==> config.mk <==
export PLATFORM = sky130hd
export DESIGN_NAME = rap_frontend
export DESIGN_NICKNAME = d
export VERILOG_FILES = /design/src/rtl/rap_pkg.sv /design/src/rtl/rap_decode.sv /design/src/rtl/rap_regbank.sv /design/src/rtl/rap_lane_gate.sv /design/src/rtl/rap_frontend.sv
export SDC_FILE = /design/constraint.sdc
export NUM_CORES = 1
export LEC_CHECK = 0
export ABC_AREA = 1
export BUFFER_PORTS_ARGS = -buffer_cell sky130_fd_sc_hd__buf_2
export CAP_MARGIN = 20
export CORE_MARGIN = 1
export CORE_UTILIZATION = 50
export CTS_CLUSTER_SIZE = 28
export DETAILED_ROUTE_END_ITERATION = 6
export PLACE_DENSITY_LB_ADDON = 0.12
export REMOVE_ABC_BUFFERS = 1
export SETUP_SLACK_MARGIN = 0.1
export SLEW_MARGIN = 15
export SYNTH_ARGS = -nofsm -noshare
export SYNTH_HDL_FRONTEND = slang
export SYNTH_HIERARCHICAL = 1
export SYNTH_SLANG_ARGS = --single-unit
==> constraint.sdc <==
create_clock -name clk -period 4 [get_ports clk]
set_input_delay 0.4 -clock clk [delete_from_list [all_inputs] [get_ports clk]]
set_output_delay 0.4 -clock clk [all_outputs]
set_load 0.01 [all_outputs]
==> src/rtl/rap_pkg.sv <==
package rap_pkg;
    localparam int ADDR_W = 12;
    localparam int DATA_W = 16;
    localparam int REG_AW = 3;
    localparam int PTR_W  = 12;
    localparam int CTRL_W = 13;
    localparam int FLAG_N = 2;
    localparam int LANE_N = DATA_W / 8;

    typedef enum logic [2:0] {
        ST_OFF    = 3'd0,
        ST_ARR_RD = 3'd1,
        ST_ARR_WR = 3'd2,
        ST_REG_RD = 3'd3,
        ST_REG_WR = 3'd4,
        ST_BAD    = 3'd5
    } rap_state_t;
endpackage

==> src/rtl/rap_decode.sv <==
module rap_decode
    import rap_pkg::*;
(
    input  logic       ce_n,
    input  logic       cmd_n,
    input  logic       rw_n,
    output rap_state_t nxt
);
    always_comb begin
        unique case ({ce_n, cmd_n})
            2'b00:   nxt = ST_BAD;
            2'b01:   nxt = rw_n ? ST_ARR_RD : ST_ARR_WR;
            2'b10:   nxt = rw_n ? ST_REG_RD : ST_REG_WR;
            default: nxt = ST_OFF;
        endcase
    end
endmodule

==> src/rtl/rap_regbank.sv <==
module rap_regbank
    import rap_pkg::*;
(
    input  logic              clk,
    input  logic              rst_n,
    input  logic              wr_en,
    input  logic [REG_AW-1:0] sel,
    input  logic [CTRL_W-1:0] wdata,
    input  logic [FLAG_N-1:0] flag_set,
    output logic [DATA_W-1:0] rdata,
    output logic [FLAG_N-1:0] flags
);
    localparam int PTR_N = 4;
    localparam logic [REG_AW-1:0] SEL_FLAG = 3'd4;
    localparam logic [REG_AW-1:0] SEL_CTRL = 3'd5;

    logic [PTR_W-1:0]  ptr_q [PTR_N];
    logic [CTRL_W-1:0] ctrl_q;
    logic [FLAG_N-1:0] flag_q;

    for (genvar p = 0; p < PTR_N; p++) begin : g_ptr
        always_ff @(posedge clk or negedge rst_n) begin
            if (!rst_n)
                ptr_q[p] <= '0;
            else if (wr_en && sel == REG_AW'(p))
                ptr_q[p] <= wdata[PTR_W-1:0];
        end
    end

    always_ff @(posedge clk or negedge rst_n) begin
        if (!rst_n)
            ctrl_q <= '0;
        else if (wr_en && sel == SEL_CTRL)
            ctrl_q <= wdata;
    end

    for (genvar f = 0; f < FLAG_N; f++) begin : g_flag
        always_ff @(posedge clk or negedge rst_n) begin
            if (!rst_n)
                flag_q[f] <= 1'b0;
            else if (flag_set[f])
                flag_q[f] <= 1'b1;
            else if (wr_en && sel == SEL_CTRL && !wdata[f])
                flag_q[f] <= 1'b0;
        end
    end

    always_comb begin
        rdata = '0;
        if (sel < REG_AW'(PTR_N))
            rdata = DATA_W'(ptr_q[sel[1:0]]);
        else if (sel == SEL_FLAG)
            rdata = DATA_W'(flag_q);
        else if (sel == SEL_CTRL)
            rdata = DATA_W'(ctrl_q);
    end

    assign flags = flag_q;
endmodule

==> src/rtl/rap_lane_gate.sv <==
module rap_lane_gate #(
    parameter int LANE_W = 8
) (
    input  logic              drive,
    input  logic [LANE_W-1:0] src,
    output logic              oe,
    output logic [LANE_W-1:0] dout
);
    assign oe   = drive;
    assign dout = drive ? src : '0;
endmodule

==> src/rtl/rap_frontend.sv <==
module rap_frontend
    import rap_pkg::*;
(
    input  logic              clk,
    input  logic              rst_n,
    input  logic              ce_n,
    input  logic              cmd_n,
    input  logic              rw_n,
    input  logic              oe_n,
    input  logic              lb_n,
    input  logic              ub_n,
    input  logic [ADDR_W-1:0] addr,
    input  logic [DATA_W-1:0] dq_in,
    output logic [DATA_W-1:0] dq_out,
    output logic [LANE_N-1:0] dq_oe,
    output logic [ADDR_W-1:0] mem_addr,
    output logic              mem_en,
    output logic              mem_we,
    output logic [LANE_N-1:0] mem_be,
    output logic [DATA_W-1:0] mem_wdata,
    input  logic [DATA_W-1:0] mem_rdata,
    input  logic [FLAG_N-1:0] flag_set,
    output logic [FLAG_N-1:0] eob_flag,
    output logic              bad_combo
);
    rap_state_t        state_q, state_d;
    logic [ADDR_W-1:0] addr_q;
    logic [DATA_W-1:0] din_q;
    logic [LANE_N-1:0] lane_q;
    logic              oe_q;

    logic              reg_we;
    logic [DATA_W-1:0] reg_rdata;
    logic [DATA_W-1:0] rd_src;
    logic [LANE_N-1:0] drive_lane;

    rap_decode u_dec (
        .ce_n  (ce_n),
        .cmd_n (cmd_n),
        .rw_n  (rw_n),
        .nxt   (state_d)
    );

    // State register plus the pin values captured with it
    always_ff @(posedge clk or negedge rst_n) begin
        if (!rst_n) begin
            state_q <= ST_OFF;
            addr_q  <= '0;
            din_q   <= '0;
            lane_q  <= '0;
            oe_q    <= 1'b0;
        end else begin
            state_q <= state_d;
            addr_q  <= addr;
            din_q   <= dq_in;
            lane_q  <= {~ub_n, ~lb_n};
            oe_q    <= ~oe_n;
        end
    end

    // Outputs from the registered state
    always_comb begin
        mem_en     = 1'b0;
        mem_we     = 1'b0;
        mem_be     = '0;
        reg_we     = 1'b0;
        drive_lane = '0;
        rd_src     = '0;
        bad_combo  = 1'b0;
        unique case (state_q)
            ST_ARR_RD: begin
                mem_en     = 1'b1;
                mem_be     = lane_q;
                drive_lane = oe_q ? lane_q : '0;
                rd_src     = mem_rdata;
            end
            ST_ARR_WR: begin
                mem_en = 1'b1;
                mem_we = |lane_q;
                mem_be = lane_q;
            end
            ST_REG_RD: begin
                drive_lane = oe_q ? '1 : '0;
                rd_src     = reg_rdata;
            end
            ST_REG_WR: reg_we = 1'b1;
            ST_BAD:    bad_combo = 1'b1;
            default:   ;
        endcase
    end

    assign mem_addr  = addr_q;
    assign mem_wdata = din_q;

    rap_regbank u_regs (
        .clk      (clk),
        .rst_n    (rst_n),
        .wr_en    (reg_we),
        .sel      (addr_q[REG_AW-1:0]),
        .wdata    (din_q[CTRL_W-1:0]),
        .flag_set (flag_set),
        .rdata    (reg_rdata),
        .flags    (eob_flag)
    );

    for (genvar l = 0; l < LANE_N; l++) begin : g_lane
        rap_lane_gate #(.LANE_W(8)) u_gate (
            .drive (drive_lane[l]),
            .src   (rd_src[l*8 +: 8]),
            .oe    (dq_oe[l]),
            .dout  (dq_out[l*8 +: 8])
        );
    end
endmodule

==> flow_metrics.tcl, run 1 <==
set metrics [dict create \
    post_cts_resized 0 \
    vias 3605 \
    diodes 0 \
    worstPathMaxFanout 17 \
    power.leakage_nw 2.98 \
    p_clk_frac 0.297 \
    count_of_h_tree_levels_built_during_cts 3 \
    critical_path.startpoint_type "register" \
    tightestPinTransition_ns 0.832 \
    nets 690 \
    gpl.final_weighted_congestion 0.789 \
    setup.worst_path.end_class "output port" \
    design.die.area_sq_mm 0.00927 \
    critical_path_required_ns 3.60 \
    antenna_violations_before_repair 0 \
    post-route-min-period_ns 2.80 \
    fillCellCount 824 \
    synthesis.area_per_instance_sq_um 8.18 \
    grt_resource_usage_total 0.227 \
    finClkSkew_ns 0.0105 \
    postCtsSetupRepairBufs 0 \
    power_frac_seq 0.535 \
    die_h_microns 96.3 \
    hold_violations 0 \
    ctsLongestPathBuffers 2 \
    clock-root-buffer "sky130_fd_sc_hd__clkbuf_8" \
    grt_setup_unrepaired "no" \
    status "complete, no violations" \
    register_area_sq_mm 0.00243 \
    flow.area_growth_from_synthesis_pct 16.4 \
    hpwlAfterDp_microns 6490 \
    die_w_microns 96.3 \
    numClockSinks 97 \
    postSynthRegisterBits 97 \
    initial_core_util 0.512 \
    ys_seq_area_frac 0.546 \
    achievable-frequency_mhz 357 \
    num_io_pins 107 \
    final_common_cell "sky130_fd_sc_hd__nand2_1" \
    detailedRoute.firstIterationViolations 192 \
    drt_drc_violations_left 0 \
    final_core_utilization 0.596 \
    setup_viol 0 \
    arrival_ns 2.40 \
    tritoncts "built" \
    combinational_share_of_power 0.168 \
    worst_ir_drop_vdd_mv 0.245 \
    clkTransAtPathRegs_ns 0.09 \
    max-slew-margin-rel 0.441 \
    synth_warnings 6 \
    internal_power_w 0.00163 \
    core-area_sq_mm 0.00868 \
    multi_input_area_sq_mm 0.00168 \
    synth_cell_types 24 \
    drt_pre_antenna_iters 4 \
    clock_latency_ns 0.36 \
    postRouteAntennaNets 0 \
    synthesis.instances 543 \
    place.port_buffers 106 \
    commonest_non_fill_non_tap_cells_in_the_layout "273 x sky130_fd_sc_hd__nand2_1, 105 x sky130_fd_sc_hd__buf_2, 97 x sky130_fd_sc_hd__dfrtp_1" \
    pwr_density_cell_mw_per_mm2 439 \
    critPathKind "register to output port" \
    switching_share 0.280 \
    tritoncts.num_buffers 9 \
    final-max-slew-violation-count 0 \
    hold-worst-slack_ns 0.0811 \
    aggregate_routed_wire_length_microns 9710 \
    number_of_buffers_added_to_fix_hold_violations_after_cts 0 \
    final_sum_of_negative_setup_slack_ns 0 \
    number_of_global_route_vias_before_repair 3230 \
    post_synth_instance_area_sq_mm 0.00444 \
    proportion_of_layout_cells_with_a_drive_suffix_above_1 0.250 \
    gr-total-overflow 0 \
    grt_first_pass_wirelength_microns 15500 \
    final.period_utilization 0.699 \
    max_cap_viol_count 0 \
    min_path_type "input port to asynchronous set/reset pin" \
    wl_per_cell_microns 13.0 \
    fp-row-count 34 \
    switchingPower_w 0.000636 \
    post_drt_via_cell_ratio 4.82 \
    largest_net_degree_at_the_start_of_global_routing 62 \
]
==> worst max-delay path, cell delays in order, from the launching register on <==
cell and delay (ns):
sky130_fd_sc_hd__dfrtp_1 0.64, sky130_fd_sc_hd__inv_2 0.36, sky130_fd_sc_hd__nand2_2 0.15, sky130_fd_sc_hd__nor2_8 0.27, sky130_fd_sc_hd__nand2_1 0.09, sky130_fd_sc_hd__nand2_1 0.06, sky130_fd_sc_hd__inv_1 0.04, sky130_fd_sc_hd__nand2_1 0.06
sky130_fd_sc_hd__nand2_1 0.05, sky130_fd_sc_hd__nand2_1 0.07, sky130_fd_sc_hd__nand2_1 0.05, sky130_fd_sc_hd__inv_1 0.07, sky130_fd_sc_hd__buf_2 0.12
==> layout make-up <==
cell class / instances / area share
clock inverters: 5 / 0.0157
well taps: 108 / 0.0261
flip-flops and latches: 97 / 0.469
inverters: 44 / 0.0324
repair buffers: 109 / 0.107
multi-input cells: 375 / 0.324
clock buffers: 10 / 0.0247
==> metal layers <==
layer	vias to the layer above	GRT usage	part of all wire
li1	1837	-	-
met1	1660	0.292	0.45
met2	91	0.381	0.47
met3	17	0.0490	0.058
met4	0	0.0759	0.019
met5	-	0	0
==> worst paths after layout <==
check	from	endpoint	slack [ns]	cells past startpoint
setup reg to reg	state_q[1]$_DFF_PN0_	u_regs/ptr_q[39]$_DFFE_PN0P_	1.78	6
hold / removal	rst_n	mem_wdata[8]$_DFF_PN0_	0.08	1
setup / recovery	mem_addr[1]$_DFF_PN0_	dq_out[1]	1.20	12
hold reg to reg	u_regs/ctrl_q[12]$_DFFE_PN0P_	u_regs/ctrl_q[12]$_DFFE_PN0P_	0.48	2
min in group clk	dq_in[13]	mem_wdata[13]$_DFF_PN0_	0.13	1
max in group asynchronous	rst_n	mem_wdata[15]$_DFF_PN0_	2.98	2
==> Yosys cell counts <==
cell type	n	area, sq um
sky130_fd_sc_hd__o21ai_2	12	105
sky130_fd_sc_hd__nor3_1	2	10.0
sky130_fd_sc_hd__nand2_2	11	68.8
sky130_fd_sc_hd__conb_1	1	3.75
sky130_fd_sc_hd__nor2_1	2	7.51
sky130_fd_sc_hd__buf_6	3	33.8
sky130_fd_sc_hd__nor2_4	2	22.5
sky130_fd_sc_hd__inv_2	5	18.8
sky130_fd_sc_hd__nand3_4	3	52.6
sky130_fd_sc_hd__inv_4	1	6.26
sky130_fd_sc_hd__buf_4	8	60.1
sky130_fd_sc_hd__dfrtp_1	97	2430
sky130_fd_sc_hd__clkbuf_1	1	3.75
sky130_fd_sc_hd__nand2_4	1	11.3
sky130_fd_sc_hd__buf_2	15	75.1
sky130_fd_sc_hd__o21ai_1	48	240
sky130_fd_sc_hd__nand3_1	8	40.0
sky130_fd_sc_hd__nand2_1	273	1020
sky130_fd_sc_hd__inv_1	38	143
sky130_fd_sc_hd__a21oi_1	6	30.0
sky130_fd_sc_hd__buf_1	2	7.51
sky130_fd_sc_hd__o21ai_0	1	5.00
sky130_fd_sc_hd__nor2_8	2	40.0
sky130_fd_sc_hd__nor3b_1	1	7.51
==> state kept, by name, summed over array words and instances, names as in the netlist <==
signal,flops
u_regs/flags,2
u_regs/ptr_q,48
u_regs/ctrl_q,13
oe_q,1
lane_q,2
mem_addr,12
state_q,3
mem_wdata,16
==> cell families (layout without fill, tap and decap cells) <==
family / Yosys count / count (layout) / share of synthesized area
AO/OA/AOI/OAI: 67 / 67 / 0.0856
buffers and inverters: 73 / 168 / 0.0783
flip-flops: 97 / 97 / 0.546
other: 1 / 3 / 0.000844
AND/OR/NAND/NOR: 305 / 305 / 0.289
==> per-stage QoR <==
stage	cell area [sq um]	total power (W)	setup WS (ns)	cells
finish	5170	0.00227	1.20	748
floorplan	4270	0.00148	1.83	516
global route	5170	0.00241	0.924	748
global placement	4950	0.00160	1.59	732
detailed placement	4950	0.00162	1.58	732
CTS	5160	0.00229	1.17	747
==> power by group through the flow <==
stage | combinational [W] | clock [W] | sequential [W]
final | 0.000381 | 0.000674 | 0.00122
after global placement | 0.000374 | 0 | 0.00123
after floorplan | 0.000252 | 0 | 0.00122
after CTS | 0.000385 | 0.000691 | 0.00121
after detailed placement | 0.000384 | 0 | 0.00123
after global routing | 0.000445 | 0.000733 | 0.00123
No activity file was read; power rests on OpenSTA's default activity.
==> run 2: changes to the inputs <==
Clock period 4 ns to 2.6 ns, I/O delays scaled along.
==> run 2 against run 1 <==
Critical path depth shrank 1. Wire length grew 3.1%. Cell count grew 4.4%. Worst hold slack lost 0.044 ns. Sequential power grew 52%. Critical endpoint unchanged. Die area is the same.
==> flow_metrics.tcl, run 2 (synthesis gave the netlist of run 1 again) <==
set metrics [dict create \
    status "complete, no violations" \
    max_reg_flops 48 \
    gpl.final_weighted_congestion 0.791 \
    worstHoldPathCells 1 \
    drt_pre_antenna_iters 5 \
    power_frac_seq 0.534 \
    switchingPower_w 0.00101 \
    final_setup_slack_of_the_worst_path_ns 0.326 \
    commonest_non_fill_non_tap_cells_in_the_layout "273 x sky130_fd_sc_hd__nand2_1, 105 x sky130_fd_sc_hd__buf_2, 97 x sky130_fd_sc_hd__dfrtp_1" \
    aggregate_routed_wire_length_microns 10000 \
    post-route-min-period_ns 2.27 \
    worst_ir_drop_vdd_mv 0.403 \
    internal_power_w 0.00249 \
    gr-total-overflow 0 \
    fp-row-count 34 \
    fin_area_sq_mm 0.00549 \
    die_w_microns 96.3 \
    r2r_cells 7 \
    critical_path.endpoint "dq_out[1]" \
    pwr_density_cell_mw_per_mm2 636 \
    launch_instance_of_the_worst_register_to_register_path "state_q[1]$_DFF_PN0_" \
    hpwlAfterDp_microns 6490 \
    tritoncts "built" \
    final_sum_of_negative_setup_slack_ns 0 \
    die_h_microns 96.3 \
    final.period_utilization 0.875 \
    diodes 0 \
    count_of_h_tree_levels_built_during_cts 3 \
    final-max-slew-violation-count 0 \
    ctsLongestPathBuffers 2 \
    power.leakage_nw 3.13 \
    core-area_sq_mm 0.00868 \
    min_path_type "input port to register" \
    hold_violations 0 \
    design.die.area_sq_mm 0.00927 \
    start_point_of_the_critical_path "mem_addr[2]$_DFF_PN0_" \
    nets 722 \
    r2r-end "u_regs/ptr_q[46]$_DFFE_PN0P_" \
    grt_resource_usage_total 0.228 \
    wl_per_cell_microns 12.8 \
    max_cap_viol_count 0 \
    combinational_share_of_power 0.181 \
    vias 3742 \
    achievable-frequency_mhz 440 \
    clkTransAtPathRegs_ns 0.10 \
    largest_net_degree_at_the_start_of_global_routing 52 \
    detailed_place.area_sq_mm 0.00500 \
    worstPathMaxFanout 16 \
    setup.reg_to_reg.worst_slack_ns 0.81 \
    post_drt_via_cell_ratio 4.79 \
    clock-root-buffer "sky130_fd_sc_hd__clkbuf_8" \
    switching_share 0.288 \
    tritoncts.num_buffers 9 \
    antenna_violations_before_repair 0 \
    final_common_cell "sky130_fd_sc_hd__nand2_1" \
    critical_path.startpoint_type "register" \
    grt_setup_unrepaired "no" \
    finClkSkew_ns 0.00931 \
    proportion_of_layout_cells_with_a_drive_suffix_above_1 0.247 \
    dp_slack_ns 0.641 \
    place.port_buffers 106 \
    number_of_global_route_vias_before_repair 3334 \
    clock_latency_ns 0.36 \
    postRouteAntennaNets 0 \
    initial_core_util 0.512 \
    max-slew-margin-rel 0.593 \
    holdCritStartpoint "addr[0]" \
    critical_path_required_ns 2.34 \
    largest_register "u_regs/ptr_q" \
    tightestPinTransition_ns 0.611 \
    arrival_ns 2.01 \
    num_io_pins 107 \
    setup_viol 0 \
    grt_first_pass_wirelength_microns 15700 \
    drt_drc_violations_left 0 \
    fillCellCount 747 \
    detailedRoute.firstIterationViolations 199 \
    critPathKind "register to output port" \
    flow.area_growth_from_synthesis_pct 23.6 \
    setup.worst_path.end_class "output port" \
    p_clk_frac 0.285 \
    numClockSinks 97 \
]
run 2: worst min path at each step:
stage / endpoint / slack, ns
4_1_cts: mem_wdata[12]$_DFF_PN0_ / 0.002
2_1_floorplan: lane_q[0]$_DFF_PN0_ / -0.04
6_report: mem_addr[0]$_DFF_PN0_ / 0.04
3_3_place_gp: mem_wdata[8]$_DFF_PN0_ / 0.31
5_1_grt: mem_addr[0]$_DFF_PN0_ / 0.02
3_5_place_dp: u_regs/ptr_q[44]$_DFFE_PN0P_ / 0.32
run 2: routing by layer:
layer,up-vias,track usage,part of all wire
li1,1904,-,-
met1,1727,0.304,0.47
met2,103,0.384,0.47
met3,8,0.0411,0.051
met4,0,0.0634,0.0087
met5,-,0,0
run 2: critical path, cell delays in order, from the launching register on:
cell and delay, ns:
sky130_fd_sc_hd__dfrtp_1 0.56, sky130_fd_sc_hd__inv_4 0.17, sky130_fd_sc_hd__nor2_8 0.31, sky130_fd_sc_hd__nand2_1 0.09
sky130_fd_sc_hd__nand2_1 0.08, sky130_fd_sc_hd__inv_1 0.05, sky130_fd_sc_hd__nand2_1 0.06, sky130_fd_sc_hd__nand2_1 0.05
sky130_fd_sc_hd__nand2_1 0.07, sky130_fd_sc_hd__nand2_1 0.05, sky130_fd_sc_hd__inv_1 0.04, sky130_fd_sc_hd__buf_2 0.12
run 2: layout make-up:
class	instances	area (sq um)	area share
inverter	44	171	0.0312
multi-input combinational	375	1680	0.305
clock buffer	10	138	0.0251
tap	108	135	0.0246
clock inverter	6	66.3	0.0121
timing repair buffer	141	878	0.160
sequential	97	2430	0.442
run 2: power groups by stage:
stage / registers, W / clock network [W] / logic (W)
floorplan: 0.00188 / 0 / 0.000388
global placement: 0.00188 / 0 / 0.000585
detailed placement: 0.00189 / 0 / 0.000602
CTS: 0.00186 / 0.00102 / 0.000636
global route: 0.00189 / 0.00108 / 0.000733
finish: 0.00186 / 0.000997 / 0.000632
run 2: repair_timing:
item                                    4_1_cts  5_1_grt
gates resized for setup                       0        3
hold buffers                                 27        1
endpoints found under the hold margin        72        1
setup buffers                                 0        0
endpoints found under the setup margin        0        9
run 2: metrics by stage:
step	instances	hold slack, ns	utilization	power, W
6_report	781	0.0375	0.633	0.00349
3_5_place_dp	737	0.323	0.577	0.00249
2_1_floorplan	516	-0.0356	-	0.00227
5_1_grt	781	0.0180	0.633	0.00370
3_3_place_gp	737	0.306	0.577	0.00247
4_1_cts	780	0.00180	0.631	0.00352
